===== src/rtl/deskew_pkg.sv =====
package deskew_pkg;
    localparam int LANES   = 8;
    localparam int DW      = 32;
    localparam int NGROUPS = LANES / 2;
    localparam int GW      = $clog2(NGROUPS);

    typedef struct packed {
        logic          fp;
        logic          spe;
        logic [DW-1:0] data;
    } word_t;

    typedef enum logic {
        G_HUNT = 1'b0,
        G_RUN  = 1'b1
    } gstate_e;

    // group index of a lane: pairs in mode 0, everything in group 0 in mode 1
    function automatic logic [GW-1:0] group_of(input logic all_mode, input int lane);
        return all_mode ? '0 : GW'(lane / 2);
    endfunction
endpackage


===== src/rtl/deskew_lane.sv =====
module deskew_lane
    import deskew_pkg::*;
#(
    parameter int DEPTH = 16
) (
    input  logic  clk,
    input  logic  rst,
    input  logic  flush,
    input  logic  bypass,
    input  word_t in_w,
    input  logic  grp_start,
    input  logic  grp_clear,
    input  logic  grp_run,
    output logic  seen_now,
    output word_t out_w,
    output logic  out_vld
);
    localparam int PW = $clog2(DEPTH);

    word_t         mem [DEPTH];
    logic [PW-1:0] wr_ptr, rd_ptr, fp_ptr;
    logic          seen;
    logic          hit;

    assign hit      = in_w.fp & ~bypass;
    assign seen_now = seen | hit;

    always_ff @(posedge clk) begin
        if (!rst && !flush) mem[wr_ptr] <= in_w;
    end

    always_ff @(posedge clk) begin
        if (rst || flush) begin
            wr_ptr  <= '0;
            rd_ptr  <= '0;
            fp_ptr  <= '0;
            seen    <= 1'b0;
            out_w   <= '0;
            out_vld <= 1'b0;
        end else begin
            wr_ptr <= wr_ptr + PW'(1);
            if (grp_clear) begin
                seen <= 1'b0;
            end else if (!seen && hit) begin
                seen   <= 1'b1;
                fp_ptr <= wr_ptr;
            end
            if (grp_start)    rd_ptr <= seen ? fp_ptr : wr_ptr;
            else if (grp_run) rd_ptr <= rd_ptr + PW'(1);
            if (bypass) begin
                out_w   <= in_w;
                out_vld <= 1'b1;
            end else if (grp_run) begin
                out_w   <= mem[rd_ptr];
                out_vld <= 1'b1;
            end else begin
                out_w   <= '0;
                out_vld <= 1'b0;
            end
        end
    end
endmodule


===== src/rtl/deskew_group.sv =====
module deskew_group #(
    parameter int LANES    = 8,
    parameter int MAX_SKEW = 12
) (
    input  logic             clk,
    input  logic             rst,
    input  logic             flush,
    input  logic [LANES-1:0] mask,
    input  logic [LANES-1:0] seen_now,
    output logic             start,
    output logic             clear,
    output logic             run,
    output logic             err
);
    import deskew_pkg::*;
    localparam int CW = $clog2(MAX_SKEW + 1);

    gstate_e       state;
    logic [CW-1:0] cnt;
    logic          all_in, any_in, limit;

    assign all_in = (|mask) && (&(seen_now | ~mask));
    assign any_in = |(seen_now & mask);
    assign limit  = (cnt == CW'(MAX_SKEW));
    assign start  = (state == G_HUNT) && all_in;
    assign clear  = (state == G_HUNT) && !all_in && any_in && limit;
    assign run    = (state == G_RUN);

    always_ff @(posedge clk) begin
        if (rst || flush) begin
            state <= G_HUNT;
            cnt   <= '0;
            err   <= 1'b0;
        end else if (state == G_HUNT) begin
            if (all_in) begin
                state <= G_RUN;
                cnt   <= '0;
                err   <= 1'b0;
            end else if (any_in) begin
                if (limit) begin
                    cnt <= '0;
                    err <= 1'b1;
                end else begin
                    cnt <= cnt + CW'(1);
                end
            end
        end
    end
endmodule


===== src/rtl/lane_deskew.sv =====
module lane_deskew
    import deskew_pkg::*;
#(
    parameter int DEPTH    = 16,
    parameter int MAX_SKEW = 12
) (
    input  logic              clk,
    input  logic              rst,
    input  logic              grp_mode,
    input  logic [LANES-1:0]  lane_bypass,
    input  logic [LANES*DW-1:0] in_data,
    input  logic [LANES-1:0]  in_fp,
    input  logic [LANES-1:0]  in_spe,
    output logic [LANES*DW-1:0] out_data,
    output logic [LANES-1:0]  out_fp,
    output logic [LANES-1:0]  out_spe,
    output logic [LANES-1:0]  out_valid,
    output logic [LANES-1:0]  align_err
);
    logic                          mode_q;
    logic                          flush;
    logic [GW-1:0]                 lane_grp [LANES];
    logic [NGROUPS-1:0][LANES-1:0] grp_mask;
    logic [NGROUPS-1:0]            g_start, g_clear, g_run, g_err;
    logic [LANES-1:0]              seen_now, l_start, l_clear, l_run, l_vld;
    word_t                         in_w  [LANES];
    word_t                         out_w [LANES];

    always_ff @(posedge clk) begin
        mode_q <= grp_mode;
    end
    assign flush = !rst && (grp_mode != mode_q);

    always_comb begin
        for (int i = 0; i < LANES; i++) begin
            lane_grp[i]  = group_of(grp_mode, i);
            in_w[i].fp   = in_fp[i];
            in_w[i].spe  = in_spe[i];
            in_w[i].data = in_data[i*DW +: DW];
        end
        for (int g = 0; g < NGROUPS; g++)
            for (int i = 0; i < LANES; i++)
                grp_mask[g][i] = !lane_bypass[i] && (lane_grp[i] == GW'(g));
        for (int i = 0; i < LANES; i++) begin
            l_start[i]            = g_start[lane_grp[i]];
            l_clear[i]            = g_clear[lane_grp[i]];
            l_run[i]              = g_run[lane_grp[i]];
            align_err[i]          = !lane_bypass[i] && g_err[lane_grp[i]];
            out_data[i*DW +: DW]  = out_w[i].data;
            out_fp[i]             = out_w[i].fp;
            out_spe[i]            = out_w[i].spe;
        end
    end
    assign out_valid = l_vld;

    for (genvar g = 0; g < NGROUPS; g++) begin : g_grp
        deskew_group #(.LANES(LANES), .MAX_SKEW(MAX_SKEW)) u_grp (
            .clk      (clk),
            .rst      (rst),
            .flush    (flush),
            .mask     (grp_mask[g]),
            .seen_now (seen_now),
            .start    (g_start[g]),
            .clear    (g_clear[g]),
            .run      (g_run[g]),
            .err      (g_err[g])
        );
    end

    for (genvar i = 0; i < LANES; i++) begin : g_lane
        deskew_lane #(.DEPTH(DEPTH)) u_lane (
            .clk       (clk),
            .rst       (rst),
            .flush     (flush),
            .bypass    (lane_bypass[i]),
            .in_w      (in_w[i]),
            .grp_start (l_start[i]),
            .grp_clear (l_clear[i]),
            .grp_run   (l_run[i]),
            .seen_now  (seen_now[i]),
            .out_w     (out_w[i]),
            .out_vld   (l_vld[i])
        );
    end
endmodule


===== config.mk =====
export PLATFORM = sky130hd
export DESIGN_NAME = lane_deskew
export DESIGN_NICKNAME = d
export VERILOG_FILES = /design/src/rtl/deskew_pkg.sv /design/src/rtl/deskew_lane.sv /design/src/rtl/deskew_group.sv /design/src/rtl/lane_deskew.sv
export SDC_FILE = /design/constraint.sdc
export NUM_CORES = 2
export LEC_CHECK = 0
export ABC_AREA = 0
export BUFFER_PORTS_ARGS = -buffer_cell sky130_fd_sc_hd__buf_4
export CAP_MARGIN = 0
export CORE_MARGIN = 4
export CORE_UTILIZATION = 60
export CTS_CLUSTER_DIAMETER = 50
export DETAILED_ROUTE_END_ITERATION = 7
export GPL_ROUTABILITY_DRIVEN = 0
export PLACE_DENSITY = 0.75
export SLEW_MARGIN = 40
export SYNTH_ARGS = -nofsm -noshare
export SYNTH_HDL_FRONTEND = slang
export SYNTH_MEMORY_MAX_BITS = 65536
export SYNTH_SLANG_ARGS = --single-unit

===== constraint.sdc =====
create_clock -name clk -period 5.5 [get_ports clk]
set_clock_uncertainty 0.15 [all_clocks]
set_input_delay 0 -clock clk [delete_from_list [all_inputs] [get_ports clk]]
set_output_delay 0 -clock clk [all_outputs]
set_load 0.03 [all_outputs]

Word-level counts from Yosys, hierarchy flattened:

Memories as Yosys holds them, arrays and structs flattened. A register that Yosys moved wholly into a read port is not among the register bits.
Cells that the tools add are included.

* register bits: 409
* bits in writable memories: 4352
* input port bits: 283
* output and inout port bits: 288
* memories kept: 8

* add/subtract/negate cells: 20
* order comparisons: 3
* equal/unequal tests: 14
* muxes and demuxes: 129
* bitwise logic cells: 44
* reductions and logical operators: 132

Memories
* g_lane[0].u_lane.mem: words 16, width 34, read ports 1, clocked after memory_dff 1, wr ports 1, RTL line deskew_lane.sv:20 `word_t mem [DEPTH];`
* g_lane[1].u_lane.mem: words 16, width 34, read ports 1, clocked after memory_dff 1, wr ports 1, RTL line deskew_lane.sv:20
* g_lane[2].u_lane.mem: words 16, width 34, read ports 1, clocked after memory_dff 1, wr ports 1, RTL line deskew_lane.sv:20
* g_lane[3].u_lane.mem: words 16, width 34, read ports 1, clocked after memory_dff 1, wr ports 1, RTL line deskew_lane.sv:20
* g_lane[4].u_lane.mem: words 16, width 34, read ports 1, clocked after memory_dff 1, wr ports 1, RTL line deskew_lane.sv:20
* g_lane[5].u_lane.mem: words 16, width 34, read ports 1, clocked after memory_dff 1, wr ports 1, RTL line deskew_lane.sv:20
* 2 more memories

Operators by type and width (count)
* two-way mux 34 bit: 16
* two-way mux 4 bit: 52
* adder 4 x 1 -> 4 bit (second input constant): 20
* logical AND 1 bit: 62
* two-way mux 1 bit: 47
* OR reduction 8 bit: 5
* AND 8 bit: 4
* inverter 8 bit: 4
* bitwise OR 8 bit: 4
* AND reduction 8 bit: 4
* binary-select mux 1 bit (select 2 bit): 12
* AND reduction 2 bit: 12
* nonzero test 2 bit: 12
* logical NOT 1 bit: 22
* OR reduction 6 bit: 3
* equality test 4 bit (second input constant): 4
* inverter 1 bit: 16
* AND reduction 3 bit: 4
* AND 1 bit: 8
* equality test 2 bit (second input constant): 4
* bitwise OR 1 bit: 8
* OR reduction 2 bit: 4
* logical NOT 2 bit: 3
* < comparator 2 x 3 -> 1 bit (second input constant): 2
* 7 further kinds: 10

Longest topological paths before layout:

* depth in word-level cells: 15
* depth in mapped cells: 9
* depth with buffers taken out: 7

Hierarchy:

A second synthesis with hierarchy kept.

* cell total of the unflattened synthesis: 8736
* area, all modules: 183492.2 sq um

Modules (own cells, without submodules)
* deskew_lane (g_lane[0].u_lane ...): times used 3, cells an instance 1004, area each 22579.2 sq um, seq. area each 17376.7 sq um
* deskew_lane (g_lane[1].u_lane ...): times used 2, cells an instance 1176, area each 22744.3 sq um, seq. area each 17376.7 sq um
* deskew_lane (g_lane[6].u_lane ...): times used 2, cells an instance 1009, area each 22639.2 sq um, seq. area each 17376.7 sq um
* deskew_lane (g_lane[5].u_lane): times used 1, cells an instance 1077, area each 22566.6 sq um, seq. area each 17376.7 sq um
* deskew_group: times used 4, cells an instance 56, area each 516.7 sq um, seq. area each 120.1 sq um
* lane_deskew: times used 1, cells an instance 53, area each 354.1 sq um, seq. area each 20.0 sq um

Worst setup path before layout:

OpenSTA, ideal clock, no wires.

* path type: register to register
* start point: reg mode_q
* end point: mem g_lane[5].u_lane.mem[3][0] (netlist bit), enable pin
* library setup time: 0.467 ns
* arrival: 3.773 ns
* data required time: 4.883 ns
* slack: 1.109 ns
* cell stages (with the launch flop): 8
* clock period less this slack: 4.391 ns
* path through: dfxtp_1 -> xnor2_1 -> nor2b_1 -> buf_2 -> buf_2 -> clkbuf_1 -> nand2_1 -> nor3_1

* cells in the longest elaborated chain, start to end: 6

Ends and longest elaborated chain
* start, declared: RTL line lane_deskew.sv:20 `logic mode_q;`
* start signal, assigned: RTL line lane_deskew.sv:30 `mode_q <= grp_mode;`
* != test 1 bit: RTL line lane_deskew.sv:32 `assign flush = !rst && (grp_mode != mode_q);`
* logical AND 1 bit: RTL line lane_deskew.sv:32
* logical NOT 1 bit: RTL line deskew_lane.sv:29 `if (!rst && !flush) mem[wr_ptr] <= in_w;`
* logical AND 1 bit: RTL line deskew_lane.sv:29
* two-way mux 1 bit: RTL line deskew_lane.sv:29
* two-way mux 1 bit (implied by the code): RTL line deskew_lane.sv:29
* end, declared: RTL line deskew_lane.sv:20

Every way passes these cells.

Worst setup path after layout:

* start point: in grp_mode
* end point: mem g_lane[2].u_lane.mem[9][9] (netlist bit), enable pin

* cells in the longest elaborated chain, start to end: 6

Ends and longest elaborated chain
* start, declared: RTL line lane_deskew.sv:9 `input logic grp_mode,`
* != test 1 bit: RTL line lane_deskew.sv:32
* logical AND 1 bit: RTL line lane_deskew.sv:32
* logical NOT 1 bit: RTL line deskew_lane.sv:29
* logical AND 1 bit: RTL line deskew_lane.sv:29
* two-way mux 1 bit: RTL line deskew_lane.sv:29
* two-way mux 1 bit (implied by the code): RTL line deskew_lane.sv:29
* end, declared: RTL line deskew_lane.sv:20

Every way passes these cells.

==> key figures <==
Timing
  • Final WS setup: 1.74 ns
  • Worst-Margin Slew: 0.926 ns
  • Slew Viols, Final: 0
  • Minimum clock period: approximately 3.8 ns
  • Total Neg Setup Slack: 0 ns
  • Final Setup Violations: 0
  • Final period util: about two thirds
  • Final hold vios: 0
  • Unrepaired setup endpoints after global routing: no
  • Slew headroom: approximately two fifths
  • Fmax: between 0.2 and 0.3 GHz

Synthesis
  • Post-synth EDFFs: 4352
  • Synth area leader: edfxtp_1
  • Async S/R FF share, synth: 0%
  • Synth cell types: 56
  • Most frequent cells after synthesis: edfxtp_1 (4352), mux4_2 (1360), dfxtp_1 (441)
  • YS warnings: 0
  • #FFs+latches synth: between 4000 and 5000
  • Ys flop type: edfxtp_1
  • Syn_nets: 8530
  • Cell count after synthesis: between 8000 and 9000
  • Top cell type's share of synthesized area: a little over 70%
  • Top-count cell post-synth: edfxtp_1
  • Syn Std Cell Area: approximately 0.18 sq mm
  • Sequential element share of the synthesized area: between 70% and 80%
  • Syn avg cell area: around 22 sq um
  • Top post-synthesis cells by area: edfxtp_1 (73%), mux4_2 (17%), dfxtp_1 (4.9%), o21ai_0 (0.86%), nand2_1 (0.68%)

Detailed routing
  • Antenna violation net count after detailed routing: 0
  • Final WL: around 440000 um
  • Initial DRC Count: 11900
  • Routed length per instance: around 31 um
  • DR vias/cell: 6.42
  • DR vias: about 90000
  • DRC viols: 0
  • First drt pass iteration count: 5

Clocking
  • Postcts setup bufs: 0
  • Clk sinks: roughly 4800
  • Maximum clock insertion buffer count: 4
  • Clock-pin slew on the worst setup and hold paths: approximately 0.06 ns
  • Post-cts hold buffer count: ~570
  • Num CTS Buffers: 482
  • CTS tree: yes
  • Worst-Skew Late Latency: between 1 and 1.5 ns
  • Post-cts sizing count: 0
  • CTS root buf: clkbuf_16
  • H-Tree Depth: 5

Finish
  • Finished Layout Cells: approximately 14000
  • Fill cells: 16400
  • Layout cells sized above 1: between 30 and 40%
  • Layout net count: 9958
  • Syn-to-layout area delta: 18.6%

Pwr
  • Total Power: between 70 and 80 mW
  • Power per Cell Area: roughly 360 mW/mm^2
  • Net Sw Frac: ~22%
  • Comb pwr share: 5.3%
  • Clock Power Share: 42.9%
  • Register share of total power: about half
  • P_int: roughly 61 mW
  • Leakage Power: between 60 and 70 nW
  • VDD IR-drop max: ~470 uV
  • Net Sw Power: 16.9 mW

Global route
  • Gr ovfl total: 0
  • Most Crowded Layer GR: met2
  • Global-route wire length before repair: 647000 um
  • Number of global-route vias before repair: approximately 94000
  • Met2 Usage GRT: between 40% and 50%
  • Grt met3 use: between 4 and 5%
  • Total GRT Usage: 28.5%
  • Largest net degree at the start of global routing: 94
  • Initial antenna violation count: 29
  • Met1 Use GR: about two fifths

Outcome
  • Status: finished, final reports clean

Worst setup path
  • Worst R2R Start: mode_q
  • Crit-path slowest cell: nor2b_4
  • Startpoint Class: input pin
  • WP data required: 5.97 ns
  • Critical path's most frequent cell: buf_4
  • Critical Path End Type: register
  • Crit-path cells: dlygate4sd3_1 -> dlygate4sd3_1 -> buf_4 -> xnor2_1 -> nor2b_4 -> buf_4 -> nand2_1 -> nor2_4 -> buf_4
  • Buf+Inv Stages, Crit Path: 5
  • Crit-path leading delay family: buffers and inverters
  • Critical R2R Capture: g_lane[2].u_lane.mem[9][9]
  • Setup CP Type: input pin to register
  • CP Launch Point: grp_mode
  • Worst reg2reg path depth: 6
  • Worst Path Max Fanout: 19
  • Largest stage delay on the critical path: 0.83 ns
  • R2R setup slack: 1.83 ns
  • Critical path data arrival time: 4.23 ns

Worst hold path
  • Worst Hold End: g_lane[3].u_lane.out_w[33]
  • Hold Path Depth: 4
  • Hold Startpoint: in_fp[3]
  • Worst min path class: input pin to register

Floorplan
  • Die footprint: 0.309 sq mm
  • Chip width: 556 um
  • Vert. Die Dim: ~560 um
  • Site row count: 200
  • I/O pin count: between 500 and 600
  • Initial Util: 60.5%
  • Core Box Area: between 0.2 and 0.3 sq mm

Job
  • Total of max-cap violations: 0

Placement
  • Place WS: between 1.5 and 2 ns
  • PortBufs: 570
  • Dpl hpwl: approximately 230000 um
  • Dpl cells: roughly 13000
## final cells by class
cell class	instances	area [sq um]	share of cell area [%]
Antenna cell	20	50.0	0.0234
Clock buffer	622	13000	6.07
Clock inverter	298	3430	1.61
Inverter	308	1160	0.541
Multi-Input combinational cell	2671	38400	18.0
Sequential cell	4793	140000	65.4
Tap cell	3939	4930	2.31
Timing Repair Buffer	1371	13000	6.10
## power groups by stage
| stage | combinational (mW) | clock (mW) | sequential [mW] |
|---|---|---|---|
| after CTS | 4.14 | 33.8 | 40.3 |
| after floorplan | 2.11 | 0 | 41.1 |
| after global placement | 3.54 | 0 | 41.1 |
| final | 4.16 | 33.4 | 40.3 |
| after detailed placement | 3.72 | 0 | 41.1 |
| after global routing | 4.41 | 35.5 | 40.3 |
## logic make-up (layout without fill, tap and decap cells)
| logic type | Yosys count | count (layout) | synth area share (%) |
|---|---|---|---|
| muxes | 1374 | 1374 | 17.1 |
| AOI/OAI and AO/OA | 463 | 463 | 1.45 |
| buffers and inverters | 735 | 2599 | 1.62 |
| DFF | 4793 | 4793 | 77.5 |
| xor gates and xnor gates | 41 | 41 | 0.199 |
| adders and majority gates | 48 | 48 | 0.333 |
| other | 0 | 20 | 0 |
| and+or+nand+nor | 745 | 745 | 1.86 |
## layer usage
layer / share of wire [%] / wire (um)
met3: 8.9 / 38900
met1: 37 / 161000
met4: 3.4 / 14800
met2: 51 / 223000
met5: 0.031 / 138
## flip-flops by register name, indices dropped and copies added, names as in the netlist, named ones only
signal                 count
g_grp.u_grp.cnt           16
g_grp.u_grp.err            4
g_grp.u_grp.run            4
g_lane.u_lane.fp_ptr      32
g_lane.u_lane.mem       4352
g_lane.u_lane.out_vld      8
g_lane.u_lane.out_w      272
g_lane.u_lane.rd_ptr      32
g_lane.u_lane.seen         8
g_lane.u_lane.wr_ptr      32
mode_q                     1
## worst reg2reg max path, cell delays in order, from the launching register on
cell and delay (ns):
dfxtp_1 0.31, xnor2_1 0.29, nor2b_4 0.83, buf_4 0.33, nand2_1 0.27, nor2_4 0.64
buf_4 0.48
## worst max path at each step
stage	slack (ns)	endpoint	depth (start not counted)
6_report	1.74	g_lane[2].u_lane.mem[9][9]	9
5_1_grt	1.69	g_lane[2].u_lane.mem[9][32]	9
4_1_cts	1.79	g_lane[2].u_lane.mem[11][25]	9
3_5_place_dp	1.87	g_lane[2].u_lane.mem[11][27]	6
3_3_place_gp	1.95	g_lane[2].u_lane.mem[6][7]	5
2_1_floorplan	1.11	g_lane[5].u_lane.mem[3][0]	7
## cells in the final DEF, fill, tap and decap left out, types with 9 or more instances in the layout
cell and count:
a211oi_1 44, and3_1 12, nor2_4 52, diode_2 20, clkinvlp_4 24, inv_1 308, dfxtp_4 25, mux2i_1 12
buf_8 26, and2_1 14, clkinv_2 93, edfxtp_1 4352, clkbuf_16 486, clkinv_16 16, buf_4 707, clkbuf_8 28
o21ai_0 311, dlygate4sd3_1 567, xor2_1 22, nand2b_1 11, xnor2_1 19, bufinv_16 48, a21oi_1 50, and2_4 45
clkbuf_1 108, inv_6 25, buf_12 31, ha_1 48, mux4_2 1360, nand4_1 13, nor2_1 112, nor3_1 20
nand3_1 52, nor2b_1 21, clkinv_1 60, nor3_2 17, nand2_1 327, dfxtp_1 409, inv_8 9, buf_16 37
## metrics by stage
| step | util, % | instance area (sq um) | hold slack, ns |
|---|---|---|---|
| CTS | 71.6 | 213000 | 0.00989 |
| detailed placement | 64.2 | 191000 | 0.163 |
| finish | 71.7 | 214000 | 0.0621 |
| floorplan | - | 180000 | -0.122 |
| global placement | 63.7 | 190000 | 0.144 |
| global route | 71.7 | 214000 | 0.0257 |
(Power assumes the default switching activity.)
